### config.mk
export PLATFORM = sky130hd
export DESIGN_NAME = buffered_serial_tx
export DESIGN_NICKNAME = d
export VERILOG_FILES = /design/src/rtl/sertx_pkg.sv /design/src/rtl/sertx_hold.sv /design/src/rtl/sertx_shift.sv /design/src/rtl/sertx_flags.sv /design/src/rtl/buffered_serial_tx.sv
export SDC_FILE = /design/constraint.sdc
export NUM_CORES = 1
export LEC_CHECK = 0
export BUFFER_PORTS_ARGS = -buffer_cell sky130_fd_sc_hd__buf_4
export CORE_MARGIN = 2
export CORE_UTILIZATION = 30
export CTS_CLUSTER_DIAMETER = 200
export CTS_CLUSTER_SIZE = 24
export DETAILED_ROUTE_END_ITERATION = 8
export PLACE_DENSITY = 0.47
export SYNTH_ARGS = -nofsm -noshare
export SYNTH_HDL_FRONTEND = slang
export SYNTH_HIERARCHICAL = 1
export SYNTH_SLANG_ARGS = --single-unit
### constraint.sdc
create_clock -name clk -period 2.7 [get_ports clk]
set_clock_uncertainty 0.1 [all_clocks]
set_input_delay 0.27 -clock clk [delete_from_list [all_inputs] [get_ports clk]]
set_output_delay 0.27 -clock clk [all_outputs]
set_load 0.03 [all_outputs]
### src/rtl/sertx_pkg.sv
package sertx_pkg;

   typedef enum logic [1:0] {
      FLG_KEEP = 2'd0,
      FLG_SET  = 2'd1,
      FLG_CLR  = 2'd2
   } flag_act_e;

   // set wins over clear on the same edge
   function automatic flag_act_e flag_action(input logic set_ev, input logic clr_ev);
      if (set_ev)      return FLG_SET;
      else if (clr_ev) return FLG_CLR;
      else             return FLG_KEEP;
   endfunction

   function automatic logic flag_next(input flag_act_e act, input logic cur);
      case (act)
         FLG_SET: return 1'b1;
         FLG_CLR: return 1'b0;
         default: return cur;
      endcase
   endfunction

endpackage

### src/rtl/sertx_hold.sv
module sertx_hold #(
   parameter int DATA_W = 8,
   parameter bit EXT_EN = 1'b1,
   localparam int FW    = DATA_W + 3,
   localparam int LW    = $clog2(FW + 1)
) (
   input  logic              clk,
   input  logic              rst_n,
   input  logic              wr_en,
   input  logic [DATA_W-1:0] wr_data,
   input  logic              wr_mode9,
   input  logic              wr_bit9,
   input  logic              take,
   output logic              full,
   output logic [FW-1:0]     frm,
   output logic [LW-1:0]     frm_len
);

   localparam logic [LW-1:0] LEN_LONG  = LW'(FW);
   localparam logic [LW-1:0] LEN_SHORT = LW'(FW - 1);

   logic [FW-1:0] frm_nxt;
   logic [LW-1:0] len_nxt;
   logic          accept;

   generate
      if (EXT_EN) begin : g_ext
         always_comb begin
            frm_nxt = {1'b1, (wr_mode9 ? wr_bit9 : 1'b1), wr_data, 1'b0};
            len_nxt = wr_mode9 ? LEN_LONG : LEN_SHORT;
         end
      end else begin : g_std
         logic unused_ext;
         assign unused_ext = wr_mode9 ^ wr_bit9;
         always_comb begin
            frm_nxt = {2'b11, wr_data, 1'b0};
            len_nxt = LEN_SHORT;
         end
      end
   endgenerate

   assign accept = wr_en && !full;

   always_ff @(posedge clk) begin
      if (!rst_n) begin
         full    <= 1'b0;
         frm     <= '1;
         frm_len <= '0;
      end else if (accept) begin
         full    <= 1'b1;
         frm     <= frm_nxt;
         frm_len <= len_nxt;
      end else if (take) begin
         full    <= 1'b0;
      end
   end

endmodule

### src/rtl/sertx_shift.sv
module sertx_shift #(
   parameter int DATA_W = 8,
   localparam int FW    = DATA_W + 3,
   localparam int LW    = $clog2(FW + 1)
) (
   input  logic          clk,
   input  logic          rst_n,
   input  logic          bit_tick,
   input  logic          hold_full,
   input  logic [FW-1:0] hold_frm,
   input  logic [LW-1:0] hold_len,
   output logic          take,
   output logic          frame_done,
   output logic          on_line,
   output logic          txd
);

   logic [FW-1:0] sh;
   logic [LW-1:0] cnt;
   logic          sh_empty;

   assign sh_empty   = (cnt == '0);
   assign take       = hold_full && sh_empty;
   assign frame_done = bit_tick && sh_empty && on_line && !hold_full;

   always_ff @(posedge clk) begin
      if (!rst_n) begin
         sh      <= '1;
         cnt     <= '0;
         txd     <= 1'b1;
         on_line <= 1'b0;
      end else if (bit_tick) begin
         if (!sh_empty) begin
            txd     <= sh[0];
            sh      <= {1'b1, sh[FW-1:1]};
            cnt     <= cnt - 1'b1;
            on_line <= 1'b1;
         end else if (hold_full) begin
            // load and launch start bit on the same tick: no gap
            txd     <= hold_frm[0];
            sh      <= {1'b1, hold_frm[FW-1:1]};
            cnt     <= hold_len - 1'b1;
            on_line <= 1'b1;
         end else begin
            txd     <= 1'b1;
            on_line <= 1'b0;
         end
      end else if (take) begin
         sh  <= hold_frm;
         cnt <= hold_len;
      end
   end

endmodule

### src/rtl/sertx_flags.sv
module sertx_flags
   import sertx_pkg::*;
(
   input  logic clk,
   input  logic rst_n,
   input  logic stat_rd,
   input  logic dr_wr,
   input  logic set_dre,
   input  logic set_tc,
   output logic dre,
   output logic tc,
   output logic armed
);

   logic      clr_ev;
   flag_act_e dre_act;
   flag_act_e tc_act;

   assign clr_ev  = dr_wr && armed;
   assign dre_act = flag_action(set_dre, clr_ev);
   assign tc_act  = flag_action(set_tc, clr_ev);

   always_ff @(posedge clk) begin
      if (!rst_n) begin
         dre   <= 1'b1;
         tc    <= 1'b1;
         armed <= 1'b0;
      end else begin
         dre <= flag_next(dre_act, dre);
         tc  <= flag_next(tc_act, tc);
         if (stat_rd)    armed <= 1'b1;
         else if (dr_wr) armed <= 1'b0;
      end
   end

endmodule

### src/rtl/buffered_serial_tx.sv
module buffered_serial_tx #(
   parameter int DATA_W = 8,
   parameter bit EXT_EN = 1'b1
) (
   input  logic              clk,
   input  logic              rst_n,
   input  logic              bit_tick,
   input  logic              dr_wr,
   input  logic [DATA_W-1:0] wr_data,
   input  logic              mode9,
   input  logic              bit9,
   input  logic              stat_rd,
   output logic              txd,
   output logic              dre_flag,
   output logic              tc_flag,
   output logic              irq
);

   localparam int FW = DATA_W + 3;
   localparam int LW = $clog2(FW + 1);

   generate
      if (DATA_W < 5 || DATA_W > 16) begin : g_bad_width
         $error("buffered_serial_tx: DATA_W must lie in 5..16");
      end
   endgenerate

   logic          hold_full;
   logic [FW-1:0] hold_frm;
   logic [LW-1:0] hold_len;
   logic          take;
   logic          frame_done;
   logic          on_line;
   logic          armed;

   sertx_hold #(.DATA_W(DATA_W), .EXT_EN(EXT_EN)) u_hold (
      .clk      (clk),
      .rst_n    (rst_n),
      .wr_en    (dr_wr),
      .wr_data  (wr_data),
      .wr_mode9 (mode9),
      .wr_bit9  (bit9),
      .take     (take),
      .full     (hold_full),
      .frm      (hold_frm),
      .frm_len  (hold_len)
   );

   sertx_shift #(.DATA_W(DATA_W)) u_shift (
      .clk        (clk),
      .rst_n      (rst_n),
      .bit_tick   (bit_tick),
      .hold_full  (hold_full),
      .hold_frm   (hold_frm),
      .hold_len   (hold_len),
      .take       (take),
      .frame_done (frame_done),
      .on_line    (on_line),
      .txd        (txd)
   );

   sertx_flags u_flags (
      .clk     (clk),
      .rst_n   (rst_n),
      .stat_rd (stat_rd),
      .dr_wr   (dr_wr),
      .set_dre (take),
      .set_tc  (frame_done),
      .dre     (dre_flag),
      .tc      (tc_flag),
      .armed   (armed)
   );

   assign irq = dre_flag;

endmodule

==> metrics.md, run 1 <==
| Metric | Value |
|---|---|
| Initial antenna violation count | `0` |
| Path class of the lowest-slack min-delay path | `primary input to register` |
| Count of pins over their slew limit | `0` |
| Total iterations of the first detailed-routing run | `4` |
| Total area of multi-input combinational cells | `817 um^2` |
| Overflow after GRT | `0` |
| Boundary Pins | `19` |
| Cells after DPL | `261` |
| Most frequently used flop master after synthesis | `dfxtp_1` |
| Cells after Synth | `189` |
| Cell type with the highest aggregate area in the netlist | `dfxtp_1` |
| Area of the mapped netlist | `1620 um^2` |
| Synth-to-Final Area Change | `11.7%` |
| Vias in the first global route | `1298` |
| Deepest clock path buffer count | `2` |
| Detail-routed net length per standard cell | `13.6 um` |
| Final non-filler cell total | `269` |
| Die height | `77.4 um` |
| Half-perimeter wire length of the detailed placement result | `2.58 mm` |
| Cells resized by post-CTS repair | `0` |
| Synth Net Count | `205` |
| Min Tclk post-route | `2.04 ns` |
| Outcome | `finished clean` |
| Power density normalized to cell area | `770 nW/um^2` |
| Startpoint of the lowest-slack hold path | `wr_data[5]` |
| Largest net degree at the start of global routing | `28` |
| Number of warnings issued by yosys | `6` |
| Fraction of post-synthesis cell area in the top cell type by area | `40.9%` |
| Slew at the pin with the worst max-slew slack | `0.838 ns` |
| P_leak | `0.769 nW` |
| Crit path arrival time | `2.18 ns` |
| Net count of the finished layout | `214` |
| GRT Resource Usage Total | `13.1%` |
| Routed via count | `1370` |
| Worst Path Max Fanout | `17` |
| Setup violations, final | `0` |
| Final std cell area, no fill | `1810 um^2` |
| Die W | `77.4 um` |
| Detail Route Antenna Nets | `0` |
| RSZ-0062 raised after global routing | `false` |
| CP Class | `register to register` |
| Initial detailed-routing violation count | `82` |
| Placer congestion estimate | `0.753` |
| Global-route wire length before repair | `6.22 mm` |
| Top library cells by usage in the layout, fill and taps aside | `nand2_1 (34), dfxtp_1 (33), buf_4 (19)` |
| Hold-fix buffers, CTS | `0` |
| Critical path required time | `2.84 ns` |
| Total wirelength of the detailed-routed design | `3.66 mm` |
| H-tree depth | `2` |
| Average cell area after synthesis | `8.55 um^2` |
| Post-CTS Setup Bufs | `0` |
| Post-route setup TNS | `0 ns` |
| Critical Path Start | `u_shift/cnt[2]` |
| Placed Area | `1720 um^2` |
| Fraction of registers with async set/reset | `0%` |
| Row count | `26` |
| Peak Freq | `0.490 GHz` |
| TritonCTS Buffers | `5` |
| CTS Root Buffer Type | `clkbuf_8` |
| Util after Layout | `35.1%` |
| Die outline area | `5990 um^2` |
| Clock transition at path regs | `0.07 ns` |
| VDD IR-drop max | `0.000381 V` |
| Top cells by area, synth | `dfxtp_1 (41%), nand2_1 (7.9%), a21oi_1 (5.3%)` |
| Proportion of layout cells with a drive suffix above 1 | `16.1%` |
| Leading cell type in the layout, fill and taps excluded | `nand2_1` |
| Worst hold slack | `0.0895 ns` |
| Number of flops mapped to enable cells by yosys | `0` |
| Number of input and output port buffers inserted | `18` |
| Reported max-cap violation count | `0` |
| Type of element launching the critical path | `register` |
| Worst skew pair latency | `0.28 ns` |
| Core Area | `5140 um^2` |
| Area taken by flip-flops and latches | `661 um^2` |
| Number of clock sinks | `33` |
| Ratio of final minimum period to clock period | `75.6%` |
| Relative slew slack | `44.0%` |
| Hold Vio Cnt, Final | `0` |
| Inserted Diodes | `0` |
| Via density per instance | `5.09` |
| Proportion of synthesized chip area in sequential cells | `40.9%` |
| Layout filler cell count | `563` |
| Beginning of the worst register-to-register path | `u_shift/cnt[2]` |
| Distinct cells, synth | `47` |
| CTS tree | `yes` |
| Slack of the critical path | `0.659 ns` |
| Total of flip-flops plus latches after synthesis | `33` |
| Effective utilization at floorplan | `31.5%` |
| Pre-CTS worst setup slack | `0.663 ns` |
| Detailed-route DRC error count | `0` |
| Pwr Total | `1.39 mW` |
| CP Capture Type | `register` |
-- cell usage after synthesis (4+ instances only) --
| cell type | instances |
|---|---|
| nor3_1 | 4 |
| dfxtp_1 | 33 |
| o21ai_0 | 5 |
| clkbuf_1 | 6 |
| mux2i_1 | 4 |
| a21oi_1 | 17 |
| and3_1 | 7 |
| nand2_1 | 34 |
| buf_4 | 6 |
| nand3_1 | 8 |
| a32oi_1 | 5 |
| nor2_1 | 6 |
-- sequential cells by signal, indices dropped and copies added, names as in the netlist --
signal and count:
u_shift/on_line 1, u_shift/sh 11, u_flags/armed 1, u_shift/cnt 4, u_hold/full 1, u_hold/frm 10, u_shift/txd 1, u_hold/frm_len 2
u_flags/dre 1, u_flags/tc 1
-- final cells by class --
| class | instances | share of cell area (%) |
|---|---|---|
| timing repair buffer | 19 | 7.90 |
| tap | 70 | 4.85 |
| inverter | 4 | 0.832 |
| sequential | 33 | 36.6 |
| clock buffer | 6 | 4.02 |
| multi-input combinational | 135 | 45.3 |
| clock inverter | 2 | 0.554 |
-- worst max-delay path: stages, from the launching register on --
cell and delay (ns):
dfxtp_1 0.36, or4_1 0.88, nor2_8 0.34, and3_2 0.23
a211o_1 0.08
-- kinds of logic (layout without fill, tap and decap cells) --
group / count (synthesis) / after routing / synth area share (%)
and+or+nand+nor: 75 / 75 / 23.5
adders and majority gates: 1 / 1 / 0.774
muxes: 4 / 4 / 2.48
xor gates and xnor gates: 1 / 1 / 0.542
other: 2 / 2 / 0.465
buffers and inverters: 21 / 31 / 8.59
AOI/OAI and AO/OA: 52 / 52 / 22.8
DFF: 33 / 33 / 40.9
-- final timing paths --
kind / end / slack (ns) / depth (start not counted)
setup / recovery: u_flags/tc / 0.66 / 4
hold / removal: u_hold/frm[6] / 0.09 / 3
setup reg to reg: u_flags/tc / 0.66 / 4
hold reg to reg: u_hold/frm[6] / 0.37 / 2
-- power breakdown --
group / switching [mW] / internal, mW
registers: 0.0712 / 0.561
logic: 0.234 / 0.165
clock network: 0.181 / 0.179
total: 0.486 / 0.905
-- routing by layer --
layer  track usage, %  vias to the layer above  share of wire (%)  wire length (um)
met5                0                        -                  0                 0
met4             5.36                        0                1.8                65
met3             3.60                        8                4.5               165
met2             21.7                       34                 47              1720
met1             16.2                      638                 47              1710
li1                 -                      690                  -                 -
Power figures use the tool's default switching activity.
==> run 2, diff against run 1 <==
--- a/config.mk
+++ b/config.mk
@@ -11,7 +11,7 @@
 export CTS_CLUSTER_DIAMETER = 200
 export CTS_CLUSTER_SIZE = 24
 export DETAILED_ROUTE_END_ITERATION = 8
-export PLACE_DENSITY = 0.47
+export PLACE_DENSITY = 0.48
 export SYNTH_ARGS = -nofsm -noshare
 export SYNTH_HDL_FRONTEND = slang
 export SYNTH_HIERARCHICAL = 1
==> constraint.sdc (replaced) <==
create_clock -name clk -period 1.7 [get_ports clk]
set_clock_uncertainty 0.1 [all_clocks]
set_input_delay 0.17 -clock clk [delete_from_list [all_inputs] [get_ports clk]]
set_output_delay 0.17 -clock clk [all_outputs]
set_load 0.03 [all_outputs]
==> metrics.md, run 2 (synthesis gave the netlist of run 1 again) <==
| Metric | Value |
|---|---|
| Die W | `77.4 um` |
| Pre-CTS worst setup slack | `-0.0264 ns` |
| Slack of the critical path | `0.0210 ns` |
| Placer congestion estimate | `0.761` |
| Core Area | `5140 um^2` |
| Crit path arrival time | `1.79 ns` |
| H-tree depth | `2` |
| Power density normalized to cell area | `1260 nW/um^2` |
| Detail-routed net length per standard cell | `13.1 um` |
| Initial antenna violation count | `0` |
| Synth-to-Final Area Change | `30.5%` |
| Cells after DPL | `276` |
| Top flop regs | `u_shift/sh (11), u_hold/frm (10), u_shift/cnt (4)` |
| Net switching power | `842 uW` |
| Effective utilization at floorplan | `31.5%` |
| Critical path required time | `1.81 ns` |
| CTS tree | `yes` |
| Reported max-cap violation count | `0` |
| Flip-flop count of the largest register after layout | `11` |
| Row count | `26` |
| Routed via count | `1475` |
| Largest net degree at the start of global routing | `17` |
| Detailed-route DRC error count | `0` |
| Crit path max-delay cell type | `or4_4` |
| Initial detailed-routing violation count | `53` |
| P_leak | `0.916 nW` |
| Half-perimeter wire length of the detailed placement result | `2.71 mm` |
| Clock transition at path regs | `0.07 ns` |
| Worst skew pair latency | `0.28 ns` |
| Setup violations, final | `0` |
| Hold Vio Cnt, Final | `0` |
| Boundary Pins | `19` |
| Deepest clock path buffer count | `2` |
| Via density per instance | `5.02` |
| Vias in the first global route | `1324` |
| Detail Route Antenna Nets | `0` |
| Min Tclk post-route | `1.68 ns` |
| Type of element launching the critical path | `register` |
| Outcome | `finished clean` |
| Die outline area | `5990 um^2` |
| Number of input and output port buffers inserted | `18` |
| CP Class | `register to register` |
| Path class of the lowest-slack min-delay path | `primary input to register` |
| VDD IR-drop max | `0.000704 V` |
| CTS Root Buffer Type | `clkbuf_8` |
| Crit path cell chain | `or4_4 -> buf_6 -> nor2_4 -> a21oi_1 -> a32oi_1` |
| Count of buffer and inverter cells on the critical path | `1` |
| Switching power share of the total | `31.7%` |
| Largest stage delay, worst path | `0.56 ns` |
| Largest Register | `u_shift/sh` |
| Proportion of layout cells with a drive suffix above 1 | `25.4%` |
| Overflow after GRT | `0` |
| Count of pins over their slew limit | `0` |
| Total iterations of the first detailed-routing run | `4` |
| Top library cells by usage in the layout, fill and taps aside | `buf_4 (34), nand2_1 (34), dfxtp_1 (31)` |
| Worst hold slack | `0.00713 ns` |
| Total wirelength of the detailed-routed design | `3.86 mm` |
| Number of clock sinks | `33` |
| Crit path max-delay family | `simple AND/OR/NAND/NOR gates` |
| CP Capture Type | `register` |
| Sequential group share of total power | `37.4%` |
| RSZ-0062 raised after global routing | `true` |
| Util after Layout | `41.0%` |
| Net count of the finished layout | `239` |
| Global-route wire length before repair | `6.31 mm` |
| Peak Freq | `0.596 GHz` |
| Inserted Diodes | `0` |
| TritonCTS Buffers | `5` |
| Final non-filler cell total | `294` |
| Die height | `77.4 um` |
| Part of the power in the clock network | `28.7%` |
| Worst Path Max Fanout | `8` |
| Internal power contribution | `1.82 mW` |
| GRT Resource Usage Total | `13.1%` |
| Ratio of final minimum period to clock period | `98.8%` |
| Layout filler cell count | `550` |
| Comb pwr share | `33.8%` |
## run 2: stage by stage
stage | area, um^2 | total power, mW | setup TNS, ns
2_1_floorplan | 1620 | 1.56 | 0
3_3_place_gp | 1840 | 1.74 | 0
3_5_place_dp | 1840 | 1.76 | -0.113
4_1_cts | 2070 | 2.63 | 0
5_1_grt | 2110 | 2.81 | -0.134
6_report | 2110 | 2.66 | 0
## run 2: final cells by class
class,instances,area (um^2),share of cell area [%]
Multi-Input combinational cell,136,871,41.3
Sequential cell,33,663,31.4
Timing Repair Buffer,43,357,16.9
Tap cell,70,87.6,4.15
Clock buffer,7,86.3,4.09
Clock inverter,1,30.0,1.42
Inverter,4,15.0,0.712
## run 2: worst paths after layout
path / from / to / slack (ns) / cells after the start
setup reg to reg: u_shift/cnt[3] / u_shift/sh[5] / 0.02 / 5
hold reg to reg: u_hold/frm[8] / u_hold/frm[8] / 0.37 / 2
hold / removal: wr_data[4] / u_hold/frm[5] / 0.007 / 3
setup / recovery: u_shift/cnt[3] / u_shift/sh[5] / 0.02 / 5
## run 2: timing repair
item	4_1_cts	5_1_grt
endpoints found under the hold margin	7	0
setup buffers	2	0
gates resized for setup	2	9
endpoints found under the setup margin	10	10
cloned	1	0
pin swaps	2	3
hold buffers	7	0
## run 2: power by group through the flow
stage | logic, mW | clock network, mW | registers [mW]
5_1_grt | 0.990 | 0.810 | 1.01
4_1_cts | 0.860 | 0.780 | 0.990
3_3_place_gp | 0.738 | 0 | 0.999
3_5_place_dp | 0.755 | 0 | 1.00
6_report | 0.900 | 0.764 | 0.995
2_1_floorplan | 0.569 | 0 | 0.989
## run 2: tightest hold or removal path, delay by kind of cell
family / cells / cell delay (ns)
AND/OR/NAND/NOR: 2 / 0.11
buffers and inverters: 1 / 0.08
## run 2: routing by layer
| metal | vias up | track usage (%) | wire (um) |
|---|---|---|---|
| met5 | - | 0 | 0 |
| met4 | 0 | 5.89 | 63 |
| met3 | 6 | 2.09 | 112 |
| met2 | 29 | 22.0 | 1930 |
| met1 | 696 | 16.6 | 1750 |
| li1 | 744 | - | - |
